==> src/rtl/sysctl_pkg.sv <==
package sysctl_pkg;

  localparam int DATA_W  = 8;
  localparam int CTRL_W  = 5;

  // Control bit positions (host-visible layout)
  localparam int CB_STORE     = 0;
  localparam int CB_STORE_RST = 1;
  localparam int CB_BIST      = 2;
  localparam int CB_SOFT      = 3;
  localparam int CB_INIT      = 4;

  localparam logic [1:0] DEV_SIG = 2'b10;

  typedef enum logic [1:0] {
    SR_IDLE      = 2'd0,
    SR_WAIT_RISE = 2'd1,
    SR_WAIT_FALL = 2'd2
  } srState_e;

  // Strobes from control to datapath
  typedef struct packed {
    logic ctrlWr;
    logic clearAll;
    logic initSet;
  } ctrlStrobe_t;

  typedef struct packed {
    logic [1:0] rev;
    logic [1:0] sig;
    logic       ramErr;
    logic       bistBusy;
    logic       eeRdBusy;
    logic       eeWrBusy;
  } statusWord_t;

endpackage

==> src/rtl/sysctl_ctrl.sv <==
module sysctl_ctrl
  import sysctl_pkg::*;
#(
  parameter int                ADDR_W    = 12,
  parameter logic [ADDR_W-1:0] CTRL_ADDR = 12'hF00
) (
  input  logic              clk,
  input  logic              rstN,
  input  logic              managedMode,
  input  logic [ADDR_W-1:0] cpuAddr,
  input  logic              cpuWrEn,
  input  logic [CTRL_W-1:0] wrBits,
  input  logic              eeWrBusy,
  input  logic              armStore,
  input  logic              armBist,
  output ctrlStrobe_t       strb,
  output logic              storeCmd,
  output logic              bistStartCmd,
  output logic              chipResetReq
);

  logic     ctrlWr;
  logic     softHit;
  logic     resetFire;
  logic     clearAll;
  logic     wrLive;
  logic     storeFall;
  logic     bistFall;
  logic     storeRstHit;
  srState_e srQ;
  srState_e srD;

  assign ctrlWr      = cpuWrEn && (cpuAddr == CTRL_ADDR);
  assign softHit     = ctrlWr && wrBits[CB_SOFT];
  assign resetFire   = (srQ == SR_WAIT_FALL) && !eeWrBusy;
  assign clearAll    = softHit || resetFire;
  assign wrLive      = ctrlWr && !clearAll;

  assign storeFall   = wrLive && armStore && !wrBits[CB_STORE];
  assign bistFall    = wrLive && armBist  && !wrBits[CB_BIST];
  assign storeRstHit = wrLive && wrBits[CB_STORE_RST] && (srQ == SR_IDLE);

  assign strb.ctrlWr   = ctrlWr;
  assign strb.clearAll = clearAll;
  assign strb.initSet  = wrLive && managedMode && wrBits[CB_INIT];

  // Store-then-reset sequencer
  always_comb begin
    srD = srQ;
    unique case (srQ)
      SR_IDLE:      if (storeRstHit) srD = SR_WAIT_RISE;
      SR_WAIT_RISE: if (eeWrBusy)    srD = SR_WAIT_FALL;
      SR_WAIT_FALL: if (!eeWrBusy)   srD = SR_IDLE;
      default:                       srD = SR_IDLE;
    endcase
    if (softHit) srD = SR_IDLE;
  end

  always_ff @(posedge clk or negedge rstN) begin
    if (!rstN) begin
      srQ          <= SR_IDLE;
      storeCmd     <= 1'b0;
      bistStartCmd <= 1'b0;
      chipResetReq <= 1'b0;
    end else begin
      srQ          <= srD;
      storeCmd     <= storeFall || storeRstHit;
      bistStartCmd <= bistFall;
      chipResetReq <= clearAll;
    end
  end

endmodule

==> src/rtl/sysctl_dp.sv <==
module sysctl_dp
  import sysctl_pkg::*;
#(
  parameter int                ADDR_W    = 12,
  parameter logic [ADDR_W-1:0] CTRL_ADDR = 12'hF00,
  parameter logic [ADDR_W-1:0] STAT_ADDR = 12'hF01,
  parameter logic [1:0]        REV       = 2'b01
) (
  input  logic              clk,
  input  logic              rstN,
  input  ctrlStrobe_t       strb,
  input  logic [2:0]        wrLow,
  input  logic [ADDR_W-1:0] cpuAddr,
  input  logic              eeWrBusy,
  input  logic              eeRdBusy,
  input  logic              bistBusy,
  input  logic              ramErr,
  output logic [CTRL_W-1:0] ctrlBits,
  output logic              initDone,
  output logic [DATA_W-1:0] cpuRdData
);

  logic [CTRL_W-1:0] ctrlQ;
  statusWord_t       statW;

  // Written command bits 2:0 follow the write data directly
  for (genvar g = 0; g < 3; g++) begin : g_cmdBit
    always_ff @(posedge clk or negedge rstN) begin
      if (!rstN)              ctrlQ[g] <= 1'b0;
      else if (strb.clearAll) ctrlQ[g] <= 1'b0;
      else if (strb.ctrlWr)   ctrlQ[g] <= wrLow[g];
    end
  end

  // Soft-reset bit is self-clearing: never held at 1
  always_ff @(posedge clk or negedge rstN) begin
    if (!rstN) ctrlQ[CB_SOFT] <= 1'b0;
    else       ctrlQ[CB_SOFT] <= 1'b0;
  end

  // Sticky initialization flag
  always_ff @(posedge clk or negedge rstN) begin
    if (!rstN)              ctrlQ[CB_INIT] <= 1'b0;
    else if (strb.clearAll) ctrlQ[CB_INIT] <= 1'b0;
    else if (strb.initSet)  ctrlQ[CB_INIT] <= 1'b1;
  end

  assign statW.rev      = REV;
  assign statW.sig      = DEV_SIG;
  assign statW.ramErr   = ramErr;
  assign statW.bistBusy = bistBusy;
  assign statW.eeRdBusy = eeRdBusy;
  assign statW.eeWrBusy = eeWrBusy;

  always_comb begin
    cpuRdData = '0;
    if (cpuAddr == CTRL_ADDR)      cpuRdData = {{(DATA_W-CTRL_W){1'b0}}, ctrlQ};
    else if (cpuAddr == STAT_ADDR) cpuRdData = statW;
  end

  assign ctrlBits = ctrlQ;
  assign initDone = ctrlQ[CB_INIT];

endmodule

==> src/rtl/sysctl_regs.sv <==
module sysctl_regs
  import sysctl_pkg::*;
#(
  parameter int                ADDR_W    = 12,
  parameter logic [ADDR_W-1:0] CTRL_ADDR = 12'hF00,
  parameter logic [ADDR_W-1:0] STAT_ADDR = 12'hF01,
  parameter logic [1:0]        REV       = 2'b01
) (
  input  logic              clk,
  input  logic              rstN,
  input  logic              managedMode,
  input  logic [ADDR_W-1:0] cpuAddr,
  input  logic              cpuWrEn,
  input  logic [7:0]        cpuWrData,
  output logic [7:0]        cpuRdData,
  input  logic              eeWrBusy,
  input  logic              eeRdBusy,
  input  logic              bistBusy,
  input  logic              ramErr,
  output logic              storeCmd,
  output logic              bistStartCmd,
  output logic              chipResetReq,
  output logic              initDone
);

  ctrlStrobe_t       strb;
  logic [CTRL_W-1:0] ctrlBits;
  logic              unusedHiBits;

  assign unusedHiBits = ^cpuWrData[DATA_W-1:CTRL_W];

  sysctl_ctrl #(
    .ADDR_W    (ADDR_W),
    .CTRL_ADDR (CTRL_ADDR)
  ) u_ctrl (
    .clk          (clk),
    .rstN         (rstN),
    .managedMode  (managedMode),
    .cpuAddr      (cpuAddr),
    .cpuWrEn      (cpuWrEn),
    .wrBits       (cpuWrData[CTRL_W-1:0]),
    .eeWrBusy     (eeWrBusy),
    .armStore     (ctrlBits[CB_STORE]),
    .armBist      (ctrlBits[CB_BIST]),
    .strb         (strb),
    .storeCmd     (storeCmd),
    .bistStartCmd (bistStartCmd),
    .chipResetReq (chipResetReq)
  );

  sysctl_dp #(
    .ADDR_W    (ADDR_W),
    .CTRL_ADDR (CTRL_ADDR),
    .STAT_ADDR (STAT_ADDR),
    .REV       (REV)
  ) u_dp (
    .clk       (clk),
    .rstN      (rstN),
    .strb      (strb),
    .wrLow     (cpuWrData[2:0]),
    .cpuAddr   (cpuAddr),
    .eeWrBusy  (eeWrBusy),
    .eeRdBusy  (eeRdBusy),
    .bistBusy  (bistBusy),
    .ramErr    (ramErr),
    .ctrlBits  (ctrlBits),
    .initDone  (initDone),
    .cpuRdData (cpuRdData)
  );

endmodule

==> config.mk <==
export PLATFORM = sky130hd
export DESIGN_NAME = sysctl_regs
export DESIGN_NICKNAME = d
export VERILOG_FILES = /design/src/rtl/sysctl_pkg.sv /design/src/rtl/sysctl_ctrl.sv /design/src/rtl/sysctl_dp.sv /design/src/rtl/sysctl_regs.sv
export SDC_FILE = /design/constraint.sdc
export NUM_CORES = 1
export LEC_CHECK = 0
export BUFFER_PORTS_ARGS = -buffer_cell sky130_fd_sc_hd__buf_2
export CORE_MARGIN = 1.5
export CORE_UTILIZATION = 30
export DETAILED_ROUTE_END_ITERATION = 7
export PLACE_DENSITY_LB_ADDON = 0.12
export SLEW_MARGIN = 10
export SYNTH_ARGS = -nofsm -noshare
export SYNTH_HDL_FRONTEND = slang
export SYNTH_SLANG_ARGS = --single-unit
==> constraint.sdc <==
create_clock -name clk -period 1.55 [get_ports clk]
set_input_delay 0.155 -clock clk [delete_from_list [all_inputs] [get_ports clk]]
set_output_delay 0.155 -clock clk [all_outputs]
set_load 0.02 [all_outputs]
**Yosys cells after proc, flatten, opt, wreduce, memory -nomap -nowiden**

Index checks and enable logic that the tools add are counted.

- Bits in registers: 9
- Bits of input ports: 28
- Logic and storage cells: 52

- Eq/ne operators: 7
- Multiplexer cells: 15
- Reductions and logical operators: 22

Operators with widths:

| kind | number |
|---|---|
| 12-bit == test, second input constant | 2 |
| 1-bit logical AND | 12 |
| 1-bit 2-to-1 mux | 8 |
| 2-bit 2-to-1 mux | 4 |
| 8-bit 2-to-1 mux | 1 |
| 7-bit 2-to-1 mux | 1 |
| 3-bit by 2-bit != test with 1-bit output, second input constant | 2 |
| 2-bit case mux with 3 select lines | 1 |
| 1-bit zero test | 4 |
| 2-bit nonzero test | 2 |
| 3-bit by 1-bit != test with 1-bit output, second input constant | 1 |
| 3-bit AND reduction | 1 |
| 2-bit by 1-bit == test with 1-bit output, second input constant | 1 |
| 2-bit == test, second input constant | 1 |
| 2-bit zero test | 1 |
| 1-bit logical OR | 2 |

**Longest topological paths before layout**

Gate-level depths: netlist of run 1.

- Depth after elaboration: 11
- Gate-level depth with buffers: 6
- Mapped depth without buffers: 4

**Hierarchy**

A second synthesis of run 1 with hierarchy kept.

- Cell total of the unflattened synthesis: 62
- Area total of the unflattened synthesis: 605.6 um2

By module, submodules not included:

| module | times used | cells an instance | area an instance (um2) |
|---|---|---|---|
| sysctl_ctrl | 1 | 28 | 306.5 |
| sysctl_dp | 1 | 34 | 299.0 |

**Least setup slack after synthesis of run 1**

OpenSTA, ideal clock, no wires.

- Kind: input to output
- Start: input cpuAddr[5]
- End: output cpuRdData[3]
- Arrival: 1.339 ns
- Setup slack: 0.056 ns
- Stages: 4
- Buffers on the path: 0
- Cells stage by stage: nor4_4 -> nand3_1 -> nor2_1 -> and2_1

- Cells in the longest elaborated chain, start to end: 3

Ends and longest elaborated chain:

| element | RTL line | text |
|---|---|---|
| from (decl) | sysctl_regs.sv:12 | `input logic [ADDR_W-1:0] cpuAddr,` |
| 12-bit == test | sysctl_dp.sv:58 | `else if (cpuAddr == STAT_ADDR) cpuRdData = statW;` |
| 7-bit 2-to-1 mux | sysctl_dp.sv:58 |  |
| 8-bit 2-to-1 mux * | sysctl_dp.sv:57 | `if (cpuAddr == CTRL_ADDR) cpuRdData = {{(DATA_W-CTRL_W){1'b0}}, ctrlQ};` |
| to (decl) | sysctl_regs.sv:15 | `output logic [7:0] cpuRdData,` |

Mark *: on every way between the ends. The rest lies on a longest branch, timed or not.

**Final worst setup path of run 1**

Same ends and word-level chain as after synthesis.

==> metrics, run 1 <==
TritonCTS clock tree yes; initial antenna violation count 0; Worst setup SP type input pin; Inserted Clock Buffers 3; Cell Area, Placed 767 um2; Post-Place Cells 118; Worst Path Max Fanout 4; Post-CTS Repair Setup Buffers 0; Final min period 1410 ps; routed wire length 1310 um; row count 15; Yosys warning count 0; hold_ws 67.3 ps; DR vias/cell 4.46; H-tree depth 1; area of the mapped netlist 563 um2; Final GP Congestion 0.776; Final nets 127; Switch Pwr 0.112 mW; Synth Area in XOR/XNOR 0.0156; internal power 0.369 mW; Worst VDD drop 0.000417 V; RSZ-0062 raised after global routing false; final setup margin 143 ps; clk_skew 1.95 ps; Port Buffer Count 35; grt ovf 0; count of cell types in the netlist 27; Fin. Hold Viols 0; Tot GR Track Use 0.139; CTS sink count 9; Final Max Tran Viols 0; Async SR Flop Fraction 1.00; DR vias 549; design area 808 um2; multiplexer area fraction after synthesis 0.0533; hpwl dp 1100 um; total negative setup slack 0 ps; Comb pwr share 0.143; EDFF count, synth 0; antenna-violating nets left 0; Power Dens Cells 596 nW/um2; layout cells sized above 1 0.480; Req. time, crit path 1390 ps; Max-Cap Viols 0; HP Class input pin to register; largest net degree at the start of global routing 10; status complete, no violations; most frequent cell after synthesis dfrtp_1; Pre-antenna DRT Iters 4; Yosys reg bits 9; utilization after layout 0.463; drt drc 0; die span in y 46.3 um; n_diodes 0; Crit. End Element primary output; die width 46.3 um; main combinational cell family by area after synthesis simple AND/OR/NAND/NOR gates; biggest area consumer among synthesized cells dfrtp_1; clock tree buffer depth 2; Iter 0 DRT Violations 6; synth cell count leaders dfrtp_1, nor2_1, a21oi_1; Clk pin slew, worst setup/hold paths 60 ps; vias in the first global route 497; fin crit share 0.908; die area 2150 um2; Leak Pwr 0.442 nW; final setup violation count 0; CP Class input pin to primary output; sequential share of the synthesized area 0.400; switch share 0.233; total chip power 0.481 mW; Mapped Nets 87; Synth Area in Adders 0; initial core utilization 0.323; pre-CTS WS 84.6 ps; WL/cell 10.6 um; register share of total power 0.489; Main synth FF type dfrtp_1; Core Area 1750 um2; clock share of power 0.368; Fill cells 186; simple-gate area share of the yosys netlist 0.360; Synth-to-Final Area Change 43.6%; Worst Path Arrival 1250 ps; post-synthesis compound-gate area fraction 0.100; Final Non-Filler Cells 123; post-synthesis instance total 59; Clk Latency, worst-skew pair 260 ps; CTS root buf clkbuf_4; dominant cells by area after synthesis dfrtp_1, mux2i_1, nor2_1, a21oi_1, nor4b_4; Max Clk Rate 711 MHz; Syn Area/Cell 9.54 um2; io pins 40; first-pass GRT wire length 2030 um; top-area cell type share of the netlist area 0.400
==> what timing repair did <==
action,CTS,global route
setup endpoints to repair,0,1
gates resized for setup,0,1
hold buffers,1,0
hold endpoints to repair,9,0
==> power groups by stage <==
stage / combinational (mW) / clock [mW] / sequential (mW)
6_report: 0.0688 / 0.177 / 0.235
5_1_grt: 0.0769 / 0.198 / 0.235
4_1_cts: 0.0699 / 0.187 / 0.235
3_5_place_dp: 0.0678 / 0 / 0.240
3_3_place_gp: 0.0667 / 0 / 0.240
2_1_floorplan: 0.0238 / 0 / 0.240
==> layout by cell type, fill, tap and decap left out, types with 2 or more instances in the layout <==
cell type   n
buf_2      35
dfrtp_1     9
nor2_1      7
a21oi_1     5
nand2_1     4
nor3b_1     3
inv_1       3
mux2i_1     3
or3_1       3
clkbuf_4    3
buf_4       3
nand3b_1    2
==> cells by family after synthesis <==
group | after synthesis
DFF | 9
muxes | 3
buffers and inverters | 7
other | 1
and+or+nand+nor | 29
AOI/OAI and AO/OA | 9
xor gates and xnor gates | 1
==> routing by layer <==
metal | vias up | track usage | part of all wire
met5 | - | 0 | 0
met4 | 0 | 0.0514 | 0.0092
met3 | 2 | 0.0588 | 0.057
met2 | 19 | 0.242 | 0.51
met1 | 246 | 0.148 | 0.42
li1 | 282 | - | -
==> registers in the layout (all words and copies together), names as in the netlist <==
signal / count
u_ctrl.bistStartCmd: 1
u_ctrl.chipResetReq: 1
u_dp.initDone: 1
u_dp.ctrlBits: 3
u_ctrl.storeCmd: 1
u_ctrl.srQ: 2
==> area by class of cell <==
type / instances / area, um2 / area share
multi-input cells: 43 / 307 / 0.379
flip-flops and latches: 9 / 225 / 0.279
repair buffers: 39 / 208 / 0.257
well taps: 25 / 31.3 / 0.0387
clock buffers: 4 / 26.3 / 0.0325
inverters: 3 / 11.3 / 0.0139
==> worst paths after layout <==
| check | startpoint | endpoint | slack, ps | depth (start not counted) |
|---|---|---|---|---|
| setup / recovery | cpuAddr[5] | cpuRdData[3] | 140 | 6 |
| hold / removal | cpuWrData[2] | u_ctrl.bistStartCmd | 70 | 2 |
| setup reg to reg | u_ctrl.srQ[1] | u_ctrl.bistStartCmd | 310 | 3 |
| hold reg to reg | u_ctrl.srQ[1] | u_ctrl.srQ[0] | 480 | 1 |
| max in group asynchronous | rstN | u_dp.ctrlBits[0] | 1100 | 2 |
| min in group asynchronous | rstN | u_dp.initDone | 280 | 2 |
==> critical path, cell delays in order <==
cell and delay (ps):
buf_2 110, nor4_4 370, nand3_2 170, nor2_1 160, and2_1 140, buf_2 150
No activity file was read; power rests on OpenSTA's default activity.
==> run 2, diff against run 1 <==
==> constraint.sdc (replaced) <==
create_clock -name clk -period 1.6 [get_ports clk]
set_input_delay 0.16 -clock clk [delete_from_list [all_inputs] [get_ports clk]]
set_output_delay 0.16 -clock clk [all_outputs]
set_load 0.05 [all_outputs]
==> run 2 against run 1 <==
Net effect: sequential share of layout area decreased by 0.67 points; hold slack better by 1.7 ps; critical path type unchanged; power is 1.1% lower; global-route usage grew 0.52 points; first-iteration DRC count increased by 100%; die area unchanged; critical path depth stayed put.
==> metrics, run 2 (synthesis results as in run 1) <==
status complete, no violations (unchanged); hpwl dp 1060 um (was 1100 um); layout cells sized above 1 0.505 (was 0.480); fin crit share 0.887; initial core utilization 0.323 (unchanged); Worst Path Max Fanout 5 (was 4); vias in the first global route 517 (was 497); Iter 0 DRT Violations 12 (was 6); CTS sink count 9 (unchanged); CTS root buf clkbuf_4 (unchanged); Post-Place Cells 119 (was 118); routed wire length 1280 um (was 1310 um); metal3 WL 115 um (was 75 um); Final nets 128 (was 127); Final Max Tran Viols 0 (unchanged); Clk pin slew, worst setup/hold paths 60 ps (about the same); met1 wire length 555 um (was 552 um); R2R Path Start u_ctrl.srQ[1] (unchanged); Pre-antenna DRT Iters 4 (unchanged); TritonCTS clock tree yes (unchanged); Routed met2 length 581 um (was 667 um); die area 2150 um2 (unchanged); Inserted Clock Buffers 3 (unchanged); Fill cells 191 (was 186); Top Layer Used met4 (unchanged); pre-CTS WS 76.2 ps (was 84.6 ps); Core Area 1750 um2 (unchanged); Final Non-Filler Cells 124 (was 123); RSZ-0062 raised after global routing false (unchanged); initial antenna violation count 0 (unchanged); n_diodes 0 (unchanged); Final min period 1420 ps; DR vias/cell 4.70 (was 4.46); Leak Pwr 0.448 nW (was 0.442 nW); HP Class input pin to register (unchanged); utilization after layout 0.475 (was 0.463); Worst setup SP type input pin (unchanged); Cell Area, Placed 787 um2 (was 767 um2); Crit. End Element primary output (unchanged); total chip power 0.476 mW (was 0.481 mW); clock tree buffer depth 2 (unchanged); design area 828 um2 (was 808 um2); first-pass GRT wire length 2110 um (was 2030 um); Fin. Hold Viols 0 (unchanged); clk_skew 6.21 ps (was 1.95 ps); Clk Latency, worst-skew pair 260 ps (about the same); Synth-to-Final Area Change 47.1% (was 43.6%); WL/cell 10.3 um (was 10.6 um); die span in y 46.3 um (unchanged); row count 15 (unchanged); Min-Delay Startpoint cpuWrData[2] (unchanged); largest net degree at the start of global routing 10 (unchanged); Worst VDD drop 0.000326 V (was 0.000417 V); H-tree depth 1 (unchanged); Req. time, crit path 1440 ps (was 1390 ps); Tot GR Track Use 0.144 (was 0.139); Worst Path Arrival 1260 ps (was 1250 ps); DR vias 583 (was 549); beginning of the critical path cpuAddr[5] (unchanged); antenna-violating nets left 0 (unchanged); Final GP Congestion 0.784 (was 0.776); commonest non-fill, non-tap cell in the layout buf_2 (unchanged); number of flip-flops in the largest register 3 (unchanged); die width 46.3 um (unchanged); CP Class input pin to primary output (unchanged); final setup margin 181 ps (was 143 ps); commonest cells after routing, fill and taps aside buf_2, dfrtp_1, nor2_1 (unchanged); grt ovf 0 (unchanged); drt drc 0 (unchanged); hold_ws 69.0 ps (was 67.3 ps); Port Buffer Count 35 (unchanged); total negative setup slack 0 ps (unchanged); final setup violation count 0 (unchanged); Max-Cap Viols 0 (unchanged); io pins 40 (unchanged); Power Dens Cells 575 nW/um2 (was 596 nW/um2); Max Clk Rate 705 MHz
run 2: cell count changes in the layout (fill, tap and decap cells not counted), sizes merged:
cell	previous run	this run
buf	38	39
run 2: worst max-delay path: stages:
cell and delay (ps):
buf_2 110, nor4_4 290, nand3_2 200, nor2_4 120, and2_1 120, buf_2 250
run 2: power breakdown:
part / total (mW) / switching [mW] / internal [mW]
Combinational: 0.0707 / 0.0365 / 0.0342
Clock: 0.178 / 0.0814 / 0.0962
Sequential: 0.228 / 0.000153 / 0.228
Total: 0.476 / 0.118 / 0.358
run 2: metal layers:
layer,GRT usage,vias up
li1,-,286
met1,0.165,256
met2,0.236,33
met3,0.0627,8
met4,0.0514,0
met5,0,-
run 2: final timing paths:
path	end	slack (ps)	cells past startpoint
worst max register to register	u_ctrl.bistStartCmd	240	4
worst min-delay path	u_ctrl.bistStartCmd	70	2
max in group asynchronous	u_ctrl.srQ[1]	1140	2
worst min register to register	u_ctrl.srQ[0]	490	1
min in group asynchronous	u_dp.ctrlBits[2]	280	2
worst max-delay path	cpuRdData[3]	180	6
run 2: final cells by class:
cell class	count	area [um2]	area share
clock buffer	4	26.3	0.0317
sequential	9	225	0.272
inverter	3	11.3	0.0136
timing repair buffer	40	215	0.260
tap	25	31.3	0.0378
multi-input combinational	43	319	0.385
run 2: repair_timing:
item | 4_1_cts | 5_1_grt
setup endpoints to repair | 0 | 1
resized for setup | 0 | 1
hold endpoints to repair | 9 | 0
hold buffers | 1 | 0
buffers inserted | 0 | 0
